--- src/rtl/tile_pkg.sv ---
package tile_pkg;
  localparam int LUT_K      = 4;
  localparam int LUT_BITS   = 1 << LUT_K;
  localparam int CELL_CFG_W = LUT_BITS + 3;

  typedef struct packed {
    logic                inv;
    logic                arith;
    logic                bypass;
    logic [LUT_BITS-1:0] tbl;
  } cell_cfg_t;
endpackage

--- src/rtl/cfg_chain.sv ---
module cfg_chain #(
  parameter int LEN = 152
) (
  input  logic           clk,
  input  logic           shift_en,
  input  logic           din,
  output logic [LEN-1:0] word
);
  always_ff @(posedge clk) begin
    if (shift_en) word <= {word[LEN-2:0], din};
  end
endmodule

--- src/rtl/lut_mux_tree.sv ---
module lut_mux_tree
  import tile_pkg::*;
(
  input  logic [LUT_BITS-1:0] tbl,
  input  logic [LUT_K-1:0]    sel,
  output logic                y
);
  // heap of nodes: level 0 leaves at offset 0, each later level follows
  localparam int NODES = 2 * LUT_BITS - 1;
  logic [NODES-1:0] node;

  assign node[LUT_BITS-1:0] = tbl;

  for (genvar lv = 0; lv < LUT_K; lv++) begin : g_level
    localparam int OFS  = 2 * LUT_BITS - ((2 * LUT_BITS) >> lv);
    localparam int NOFS = 2 * LUT_BITS - (LUT_BITS >> lv);
    for (genvar j = 0; j < (LUT_BITS >> (lv + 1)); j++) begin : g_pair
      assign node[NOFS + j] = sel[lv] ? node[OFS + 2*j + 1] : node[OFS + 2*j];
    end
  end

  assign y = node[NODES-1];
endmodule

--- src/rtl/cell_arith.sv ---
module cell_arith (
  input  logic use_arith,
  input  logic a,
  input  logic b,
  input  logic cin,
  input  logic lut_y,
  output logic f,
  output logic cout
);
  always_comb begin
    if (use_arith) begin
      f    = a ^ b ^ cin;
      cout = (a & b) | (a & cin) | (b & cin);
    end else begin
      f    = lut_y;
      cout = cin;
    end
  end
endmodule

--- src/rtl/cell_reg.sv ---
module cell_reg (
  input  logic clk,
  input  logic rst,
  input  logic hold,
  input  logic set_ff,
  input  logic ce,
  input  logic d,
  output logic q
);
  always_ff @(posedge clk) begin
    if (rst)         q <= 1'b0;
    else if (hold)   q <= q;
    else if (set_ff) q <= 1'b1;
    else if (ce)     q <= d;
  end
endmodule

--- src/rtl/logic_tile.sv ---
module logic_tile
  import tile_pkg::*;
#(
  parameter int NUM_CELLS = 8
) (
  input  logic                       clk,
  input  logic                       rst,
  input  logic                       ce,
  input  logic                       set_ff,
  input  logic                       cfg_en,
  input  logic                       cfg_din,
  input  logic [NUM_CELLS*LUT_K-1:0] cell_in,
  input  logic                       carry_in,
  output logic [NUM_CELLS-1:0]       cell_out,
  output logic                       carry_out
);
  localparam int CFG_LEN = NUM_CELLS * CELL_CFG_W;

  logic [CFG_LEN-1:0]   cfg_word;
  logic [NUM_CELLS:0]   carry;
  logic [NUM_CELLS-1:0] ff_q;

  cfg_chain #(.LEN(CFG_LEN)) u_chain (
    .clk     (clk),
    .shift_en(cfg_en),
    .din     (cfg_din),
    .word    (cfg_word)
  );

  assign carry[0] = carry_in;

  for (genvar k = 0; k < NUM_CELLS; k++) begin : g_cell
    cell_cfg_t         cfg;
    logic [LUT_K-1:0]  ins;
    logic              lut_y;
    logic              fval;
    logic              picked;

    assign cfg = cell_cfg_t'(cfg_word[k*CELL_CFG_W +: CELL_CFG_W]);
    assign ins = cell_in[k*LUT_K +: LUT_K];

    lut_mux_tree u_lut (
      .tbl(cfg.tbl),
      .sel(ins),
      .y  (lut_y)
    );

    cell_arith u_arith (
      .use_arith(cfg.arith),
      .a        (ins[0]),
      .b        (ins[1]),
      .cin      (carry[k]),
      .lut_y    (lut_y),
      .f        (fval),
      .cout     (carry[k+1])
    );

    cell_reg u_reg (
      .clk   (clk),
      .rst   (rst),
      .hold  (cfg_en),
      .set_ff(set_ff),
      .ce    (ce),
      .d     (fval),
      .q     (ff_q[k])
    );

    assign picked      = cfg.bypass ? fval : ff_q[k];
    assign cell_out[k] = cfg_en ? 1'b0 : (picked ^ cfg.inv);
  end

  assign carry_out = carry[NUM_CELLS];
endmodule

--- config.mk ---
export PLATFORM = sky130hd
export DESIGN_NAME = logic_tile
export DESIGN_NICKNAME = d
export VERILOG_FILES = /design/src/rtl/tile_pkg.sv /design/src/rtl/cfg_chain.sv /design/src/rtl/lut_mux_tree.sv /design/src/rtl/cell_arith.sv /design/src/rtl/cell_reg.sv /design/src/rtl/logic_tile.sv
export SDC_FILE = /design/constraint.sdc
export NUM_CORES = 1
export LEC_CHECK = 0
export BUFFER_PORTS_ARGS = -buffer_cell sky130_fd_sc_hd__buf_2
export CORE_MARGIN = 2
export CORE_UTILIZATION = 30
export CTS_CLUSTER_DIAMETER = 60
export DETAILED_ROUTE_END_ITERATION = 12
export MAX_ROUTING_LAYER = met4
export PLACE_DENSITY = 0.46
export SLEW_MARGIN = 20
export SYNTH_ARGS = -nofsm -noshare
export SYNTH_HDL_FRONTEND = slang
export SYNTH_SLANG_ARGS = --single-unit
--- constraint.sdc ---
create_clock -name clk -period 9.55 [get_ports clk]
set_input_delay 1.91 -clock clk [delete_from_list [all_inputs] [get_ports clk]]
set_output_delay 1.91 -clock clk [all_outputs]
set_load 0.01 [all_outputs]
# Word level (Yosys, flattened, before mapping)
# Cells that the tools add are included.
dict set report word_totals {
  ff_bits 160
  input_bits 39
  output_inout_bits 9
  wordCells 244
}
dict set report op_classes {
  muxes 168
  n_bitwise 65
  n_reduce_logical 2
}
# cell count
set ops {}
lappend ops {{two-way mux 1 bit} 168}
lappend ops {{bitwise AND 1 bit} 24}
lappend ops {{bitwise XOR 1 bit} 24}
lappend ops {{OR 1 bit} 16}
lappend ops {{AND reduction 2 bit} 1}
lappend ops {{nonzero test 2 bit} 1}
lappend ops {{inverter 1 bit} 1}

# Logic depth before layout (Yosys ltp)
# Gate-level depths: netlist of run 1.
dict set report logic_depth {
  ltp_word 33
  ltp_mapped 26
  mapped_depth_nobuf 25
}

# Hierarchy
# Synthesis of run 1 repeated with hierarchy kept, for this count alone.
dict set report unflattened {
  hier_cells 305
  area_unflattened_um2 6635.1
}
# module instances cells_per_inst area_each_um2 seq_area_each_um2
set by_module_without_submodules {}
lappend by_module_without_submodules {cfg_chain 1 152 4564.4 4564.4}
lappend by_module_without_submodules {lut_mux_tree 8 7 135.1 0.0}
lappend by_module_without_submodules {cell_reg 8 5 47.5 20.0}
lappend by_module_without_submodules {cell_arith 8 3 42.5 0.0}
lappend by_module_without_submodules {logic_tile 1 33 269.0 0.0}

# Worst setup path before layout of run 1
# No wires, ideal clock.
dict set report synth_path {
  kind {input to output}
  startpoint {in cell_in[1]}
  endpoint {out cell_out[7]}
  arrival_ps 7488
  required_time_ps 7640
  slack_ps 152
  path_stages 26
  n_path_buf 1
  path_cell_list {buf_6 -> inv_1 -> fa_1 -> nand2_1 -> nand2_1 -> fa_1 -> nor2b_1 -> a31oi_1 -> fa_1 -> and2_1 -> or2_2 -> fa_1 -> mux2_2 -> fa_1 -> nand2_1 -> a21bo_2 -> fa_1 -> o21ai_0 -> nand2_1 -> fa_1 -> nor2_1 -> a31oi_1 -> fa_1 -> a22oi_2 -> mux2i_1 -> o311ai_0}
}
dict set report synth_between {
  elab_chain_len 33
  elab_cells_between_ends 40
  classes_between {mux: 10; bitwise: 30}
}
# element line
set synth_lines {}
lappend synth_lines {{from (decl)} logic_tile.sv:12} ;# input logic [NUM_CELLS*LUT_K-1:0] cell_in,
lappend synth_lines {{bitwise AND 1 bit} cell_arith.sv:13} ;# cout = (a & b) | (a & cin) | (b & cin);
lappend synth_lines {{OR 1 bit} cell_arith.sv:13}
lappend synth_lines {{OR 1 bit (*)} cell_arith.sv:13}
lappend synth_lines {{two-way mux 1 bit (*)} cell_arith.sv:11} ;# if (use_arith) begin
lappend synth_lines {{bitwise AND 1 bit} cell_arith.sv:13}
lappend synth_lines {{OR 1 bit (2 in a row)} cell_arith.sv:13}
lappend synth_lines {{two-way mux 1 bit (*)} cell_arith.sv:11}
lappend synth_lines {{bitwise AND 1 bit} cell_arith.sv:13}
lappend synth_lines {{[15 not listed]} --}
lappend synth_lines {{bitwise AND 1 bit} cell_arith.sv:13}
lappend synth_lines {{OR 1 bit (2 in a row)} cell_arith.sv:13}
lappend synth_lines {{two-way mux 1 bit (*)} cell_arith.sv:11}
lappend synth_lines {{bitwise XOR 1 bit (*)} cell_arith.sv:12} ;# f = a ^ b ^ cin;
lappend synth_lines {{two-way mux 1 bit (*)} cell_arith.sv:11}
lappend synth_lines {{two-way mux 1 bit (*)} logic_tile.sv:68} ;# assign picked = cfg.bypass ? fval : ff_q[k];
lappend synth_lines {{bitwise XOR 1 bit (*)} logic_tile.sv:69} ;# assign cell_out[k] = cfg_en ? 1'b0 : (picked ^ cfg.inv);
lappend synth_lines {{two-way mux 1 bit (*)} logic_tile.sv:69}
lappend synth_lines {{to (decl)} logic_tile.sv:14} ;# output logic [NUM_CELLS-1:0] cell_out,
# Mark *: on every way between the ends. The rest lies on a longest branch, timed or not.

# Worst setup path after layout of run 1
dict set report layout_path {
  startpoint {in carry_in}
  endpoint {out cell_out[7]}
}
dict set report layout_between {
  elab_chain_len 33
  elab_cells_between_ends 40
  classes_between {mux: 10; bitwise: 30}
}
# element line
set layout_lines {}
lappend layout_lines {{from (decl)} logic_tile.sv:13} ;# input logic carry_in,
lappend layout_lines {{bitwise AND 1 bit} cell_arith.sv:13}
lappend layout_lines {{OR 1 bit (2 in a row)} cell_arith.sv:13}
lappend layout_lines {{two-way mux 1 bit (*)} cell_arith.sv:11}
lappend layout_lines {{bitwise AND 1 bit} cell_arith.sv:13}
lappend layout_lines {{OR 1 bit (2 in a row)} cell_arith.sv:13}
lappend layout_lines {{two-way mux 1 bit (*)} cell_arith.sv:11}
lappend layout_lines {{bitwise AND 1 bit} cell_arith.sv:13}
lappend layout_lines {{OR 1 bit (2 in a row)} cell_arith.sv:13}
lappend layout_lines {{[13 not listed]} --}
lappend layout_lines {{bitwise AND 1 bit} cell_arith.sv:13}
lappend layout_lines {{OR 1 bit (2 in a row)} cell_arith.sv:13}
lappend layout_lines {{two-way mux 1 bit (*)} cell_arith.sv:11}
lappend layout_lines {{bitwise XOR 1 bit (*)} cell_arith.sv:12}
lappend layout_lines {{two-way mux 1 bit (*)} cell_arith.sv:11}
lappend layout_lines {{two-way mux 1 bit (*)} logic_tile.sv:68}
lappend layout_lines {{bitwise XOR 1 bit (*)} logic_tile.sv:69}
lappend layout_lines {{two-way mux 1 bit (*)} logic_tile.sv:69}
# Marks and branches as above.

==> results of run 1 <==
==> final timing paths <==
| check | to | startpoint | cells past startpoint |
|---|---|---|---|
| setup / recovery | cell_out[7] | carry_in | 30 |
| hold / removal | u_chain.word[130] | u_chain.word[129] | 0 |
| setup reg to reg | g_cell[7].u_reg.q | u_chain.word[17] | 23 |
| hold reg to reg | u_chain.word[130] | u_chain.word[129] | 0 |
==> worst reg2reg max path, stage by stage, from the launching register on <==
cell	delay, ns
edfxtp_1	0.47
or2_2	0.17
nand2_1	0.06
fa_2	0.34
nor2b_2	0.15
a31oi_2	0.06
fa_2	0.34
and2_4	0.16
or2_4	0.25
fa_2	0.34
mux2_4	0.30
fa_2	0.35
nand2_2	0.07
a21bo_2	0.23
fa_2	0.33
o21ai_2	0.17
nand2_1	0.09
fa_2	0.36
nor2_2	0.10
a31oi_2	0.07
fa_1	0.46
a22oi_2	0.23
nand2_1	0.13
a211oi_1	0.20
==> sequential cells by signal, indices dropped and copies added, names as in the netlist <==
name            flops
g_cell.u_reg.q      8
u_chain.word      152
==> through the flow <==
| stage | hold slack (ns) | total power [mW] | utilization |
|---|---|---|---|
| 6_report | 0.4447 | 1.681 | 0.3657 |
| 3_3_place_gp | 0.4309 | 0.9956 | 0.3355 |
| 2_1_floorplan | 0.4257 | 0.9370 | - |
| 5_1_grt | 0.4553 | 1.751 | 0.3657 |
| 3_5_place_dp | 0.4344 | 0.9976 | 0.3355 |
| 4_1_cts | 0.4477 | 1.703 | 0.3650 |
==> cell families (layout without fill, tap and decap cells) <==
logic type      after synthesis  count (layout)  synth area share
simple gates                 89              89           0.06384
compound gates               41              41           0.05225
fa+ha+maj                     8               8           0.02282
flops                       160             160            0.6733
buf+inv                      41             124           0.03067
mux                          90              90            0.1571
==> power by group through the flow <==
stage / logic (mW) / clock network (mW) / registers [mW]
after floorplan: 0.0929 / 0 / 0.844
after detailed placement: 0.145 / 0 / 0.853
after global placement: 0.143 / 0 / 0.852
after global routing: 0.165 / 0.741 / 0.845
after CTS: 0.151 / 0.713 / 0.839
final: 0.148 / 0.694 / 0.839
==> cells in the final DEF (no fill, tap or decap), types with 2 or more instances in the layout <==
master,synthesis,final
a2111oi_2,2,2
a211oi_1,7,7
a22oi_2,7,7
a311oi_1,3,3
a31oi_1,9,7
a31oi_2,0,2
buf_2,0,46
buf_4,5,16
bufinv_16,0,3
clkbuf_16,0,17
clkinv_1,0,2
clkinv_4,0,4
clkinvlp_4,0,4
dfxtp_1,8,8
edfxtp_1,152,152
fa_2,0,7
inv_1,28,28
mux2i_1,73,73
mux4_2,16,16
nand2_1,21,19
nand2_2,0,2
nand2b_1,2,2
nand3_1,6,6
nor2_1,35,34
nor4_1,2,2
nor4b_1,12,12
o311ai_0,4,3
o311ai_1,4,5
or3b_2,4,4
==> timing repair <==
action                     CTS  global route
pin swaps                    6             8
hold buffers                 0             0
resized for setup           14             5
setup endpoints to repair    1             1
buffers inserted             5             0
==> routing by layer <==
layer	up-vias	wire length (µm)	GRT usage
met1	1933	6707	0.1647
met3	14	433	0.03139
met5	-	0	-
met2	51	5688	0.1602
met4	0	191	0.04325
li1	1818	-	-
==> layout make-up <==
| class | count | area, µm² | area share |
|---|---|---|---|
| Tap cell | 313 | 391.6 | 0.04702 |
| Timing Repair Buffer | 64 | 381.6 | 0.04582 |
| Clock buffer | 18 | 429.2 | 0.05152 |
| Inverter | 28 | 105.1 | 0.01262 |
| Sequential cell | 160 | 4725 | 0.5672 |
| Multi-Input combinational cell | 228 | 2130 | 0.2557 |
| Clock inverter | 14 | 167.7 | 0.02013 |
==> results.toml, run 1 <==
[finish]
post-route-cell-area_mm2 = 0.008329
num_antenna_cells = 0
final_cell_count_no_fill = 825
drive_above_1_share = 0.2773
syn_to_final_growth_pct = 18.71
n_fill_cell = 2156
nets = 546

[pwr]
clock_power_share = 0.413
power_frac_comb = 0.088
p_leak_nw = 3.109
p_per_area_mw_per_mm2 = 201.8
seq_power_share = 0.499
switchingPower_mw = 0.3852
ir_drop_mv = 0.09349
internal_power_mw = 1.296
netSwitchingFraction = 0.2292

[route]
drc = 0
first_iter_violations = 269
ant_nets = 0
routedWlPerCell_um = 15.78
drtPass1Iterations = 4
vias = 3816
routed_wl_um = 13020
vias_per_cell = 4.625

[sta]
fin_crit_ns = 9.415
fin_setup_tns_ns = 0
finalMaxSlewViolations = 0
finalClockSkew_ns = 0.01201
fin_ws_ns = 0.1352
setup_viol_count_final = 0
rsz0062_at_grt = "true"
fmax_mhz = 106.2
period_share = 0.9858
slew_headroom = 0.4620
finalHoldViolations = 0
worst_pin_slew_ns = 0.8040

[synthesis]
yosysWarnings = 0
synth_common_cells = "152 x edfxtp_1, 73 x mux2i_1, 35 x nor2_1, 28 x inv_1, 21 x nand2_1"
synth_seq_cells = 160
yosysSeqAreaShare = 0.6733
synth_area_leaders = "edfxtp_1 65%, mux2i_1 10%, mux4_2 5.1%"
synth_area_per_cell_um2 = 16.36
synth_area_mm2 = 0.007017
syn_nets = 476
synth-edff-count = 152
async_flop_share = 0
synth-main-ff-cell = "edfxtp_1"
synth_top_area_cell = "edfxtp_1"
netlist.area_leader.share = 0.6505
yosysMostFrequentCell = "edfxtp_1"
synthDistinctLibCells = 35
syn_inst = 429

[die]
coreArea_mm2 = 0.02278
die_h_um = 156.9
start_util = 0.3080
dieArea_mm2 = 0.02463
die_w_um = 156.9
num_rows = 55
pin_count = 48

[grt]
antenna_found_initial = 0
grt_max_degree = 131
grt_first_pass_wirelength_um = 21330
overflow = 0
grt_pass1_vias = 3919
grtUsageTotal = 0.1166

[status]
outcome = "finished clean"

[clocking]
cts_buffer_depth = 2
htreeDepth = 4
clkTransAtPathRegs_ns = 0.07
cts_tree = "yes"
cts_root_buffer = "clkbuf_16"
cts_sinks = 160
cts_made_buffers = 17
clk_latency_ns = 0.42

[place]
dp_cells = 788
placed_area_mm2 = 0.007642
hpwlAfterDp_um = 8455
dp_worst_setup_slack_ns = -0.3670
port_buffers = 47
gp_congestion = 0.7416

[worst_hold_path]
hp-class = "reg -> reg"

[worst_setup_path]
criticalPathCategory = "in -> out"
cp_slowest_cell = "fa_1"
start_kind = "input pin"
cpLargestDelayFamily = "adder cells"
required_ns = 7.64
cpPeakStageDelay_ns = 0.46
regToRegSetupSlack_ns = 4.05
path_max_fanout = 2
worst-path-buf-inv = 9
cp_data_arrival_time_ns = 7.50
worstSetupEndpointType = "output port"

[run]
max_cap_viol_count = 0
Power figures use the tool's default switching activity.
==> inputs of run 2 (changes only) <==
CORE_UTILIZATION = 50   (was 30)
PLACE_DENSITY = 0.7   (was 0.46)
==> run 2 against run 1 <==
Net effect:
- design area fell by 0.87%
- highest routed layer unchanged
- clock skew barely moved
- core utilization rose by 23 points
==> results.toml, run 2 (synthesis gave the netlist of run 1 again) <==
[clocking]
clk_latency_ns = 0.43
cts_tree = "yes"
cts_buffer_depth = 2
clkTransAtPathRegs_ns = 0.06
cts_sinks = 160
cts_made_buffers = 17
cts-hold-fix-buffers = 0
cts_root_buffer = "clkbuf_16"
htreeDepth = 4

[pwr]
power_frac_comb = 0.091
seq_power_share = 0.489
p_per_area_mw_per_mm2 = 208.3
p_leak_nw = 3.156
internal_power_mw = 1.347
ir_drop_mv = 0.1362
switchingPower_mw = 0.3727
power.total_mw = 1.720
netSwitchingFraction = 0.2168
clock_power_share = 0.420

[worst_hold_path]
hold_depth = 0
hp-class = "reg -> reg"
min_from = "u_chain.word[107]"

[worst_setup_path]
reg2regPathDepth = 23
timing.rr.start = "u_chain.word[17]"
cpPeakStageDelay_ns = 0.46
cp_slowest_cell = "fa_1"
worst-path-buf-inv = 3
criticalPathCategory = "in -> out"
required_ns = 7.64
path_max_fanout = 2
start_kind = "input pin"
cp_data_arrival_time_ns = 7.50
worstSetupEndpointType = "output port"
cpLargestDelayFamily = "adder cells"
cpMostUsedCell = "fa_2"
startpoint = "carry_in"
cp.depth = 27

[place]
dp_cells = 654
port_buffers = 47
placed_area_mm2 = 0.007456
hpwlAfterDp_um = 8262
gp_congestion = 0.7891
dp_worst_setup_slack_ns = -0.2983

[sta]
fin_ws_ns = 0.1416
worst_pin_slew_ns = 0.8237
period_share = 0.9852
finalHoldViolations = 0
fmax_mhz = 106.3
fin_setup_tns_ns = 0
slew_headroom = 0.4509
finalClockSkew_ns = 0.01218
finalMaxSlewViolations = 0
setup_viol_count_final = 0
rsz0062_at_grt = "true"
fin_crit_ns = 9.408
whs_ns = 0.4390

[route]
routedWlPerCell_um = 18.38
ant_nets = 0
first_iter_violations = 360
drtPass1Iterations = 5
routed_wl_um = 12750
vias = 3937
vias_per_cell = 5.673
drc = 0

[grt]
grt_first_pass_wirelength_um = 20570
grt.busiest_layer = "met2"
grt_max_degree = 96
antenna_found_initial = 0
globalRouteMet1Util = 0.2614
grtUsageTotal = 0.1876
grt_pass1_vias = 4017
overflow = 0
gr-usage-met2 = 0.2677
grt_util_met3 = 0.04368

[finish]
reg_top3 = "u_chain.word (152), g_cell.u_reg.q (8)"
syn_to_final_growth_pct = 17.67
nets = 549
post-route-cell-area_mm2 = 0.008257
final_cell_mix = "152 x edfxtp_1, 73 x mux2i_1, 44 x buf_2"
final_cell_count_no_fill = 694
drive_above_1_share = 0.2879
num_antenna_cells = 0
top_register = "u_chain.word"
largest_reg_flops = 152
final_util = 0.5995
layout_commonest_cell = "edfxtp_1"
n_fill_cell = 1044

[die]
pin_count = 48
start_util = 0.5094
num_rows = 43
dieArea_mm2 = 0.01500
coreArea_mm2 = 0.01377
die_h_um = 122.5
die_w_um = 122.5

[run]
max_cap_viol_count = 0

[status]
outcome = "finished clean"
run 2: repair_timing:
item | in CTS | in global routing
gates resized for setup | 14 | 20
buffers inserted | 9 | 1
pin swaps | 7 | 12
setup endpoints to repair | 1 | 1
run 2: final timing paths:
kind / slack, ns / to
hold reg to reg: 0.44 / u_chain.word[108]
setup reg to reg: 3.99 / g_cell[7].u_reg.q
setup / recovery: 0.14 / cell_out[7]
hold / removal: 0.44 / u_chain.word[108]
run 2: final cells by class:
class | instances | area, µm² | share of cell area
clock buffers | 17 | 425.4 | 0.05152
repair buffers | 67 | 411.6 | 0.04986
flip-flops and latches | 160 | 4725 | 0.5722
multi-input cells | 228 | 2166 | 0.2623
well taps | 180 | 225.2 | 0.02728
inverters | 28 | 107.6 | 0.01303
clock inverters | 14 | 196.4 | 0.02379
run 2: power groups by stage:
stage / clock [mW] / sequential, mW / combinational, mW
detailed placement: 0 / 0.854 / 0.142
global placement: 0 / 0.851 / 0.137
global route: 0.760 / 0.846 / 0.171
floorplan: 0 / 0.844 / 0.0929
CTS: 0.735 / 0.840 / 0.151
finish: 0.723 / 0.840 / 0.157
run 2: per-layer routing:
metal / routed length [µm] / up-vias
met1: 5945 / 1988
met5: 0 / -
met4: 206 / 0
met2: 6079 / 99
li1: - / 1835
met3: 523 / 15
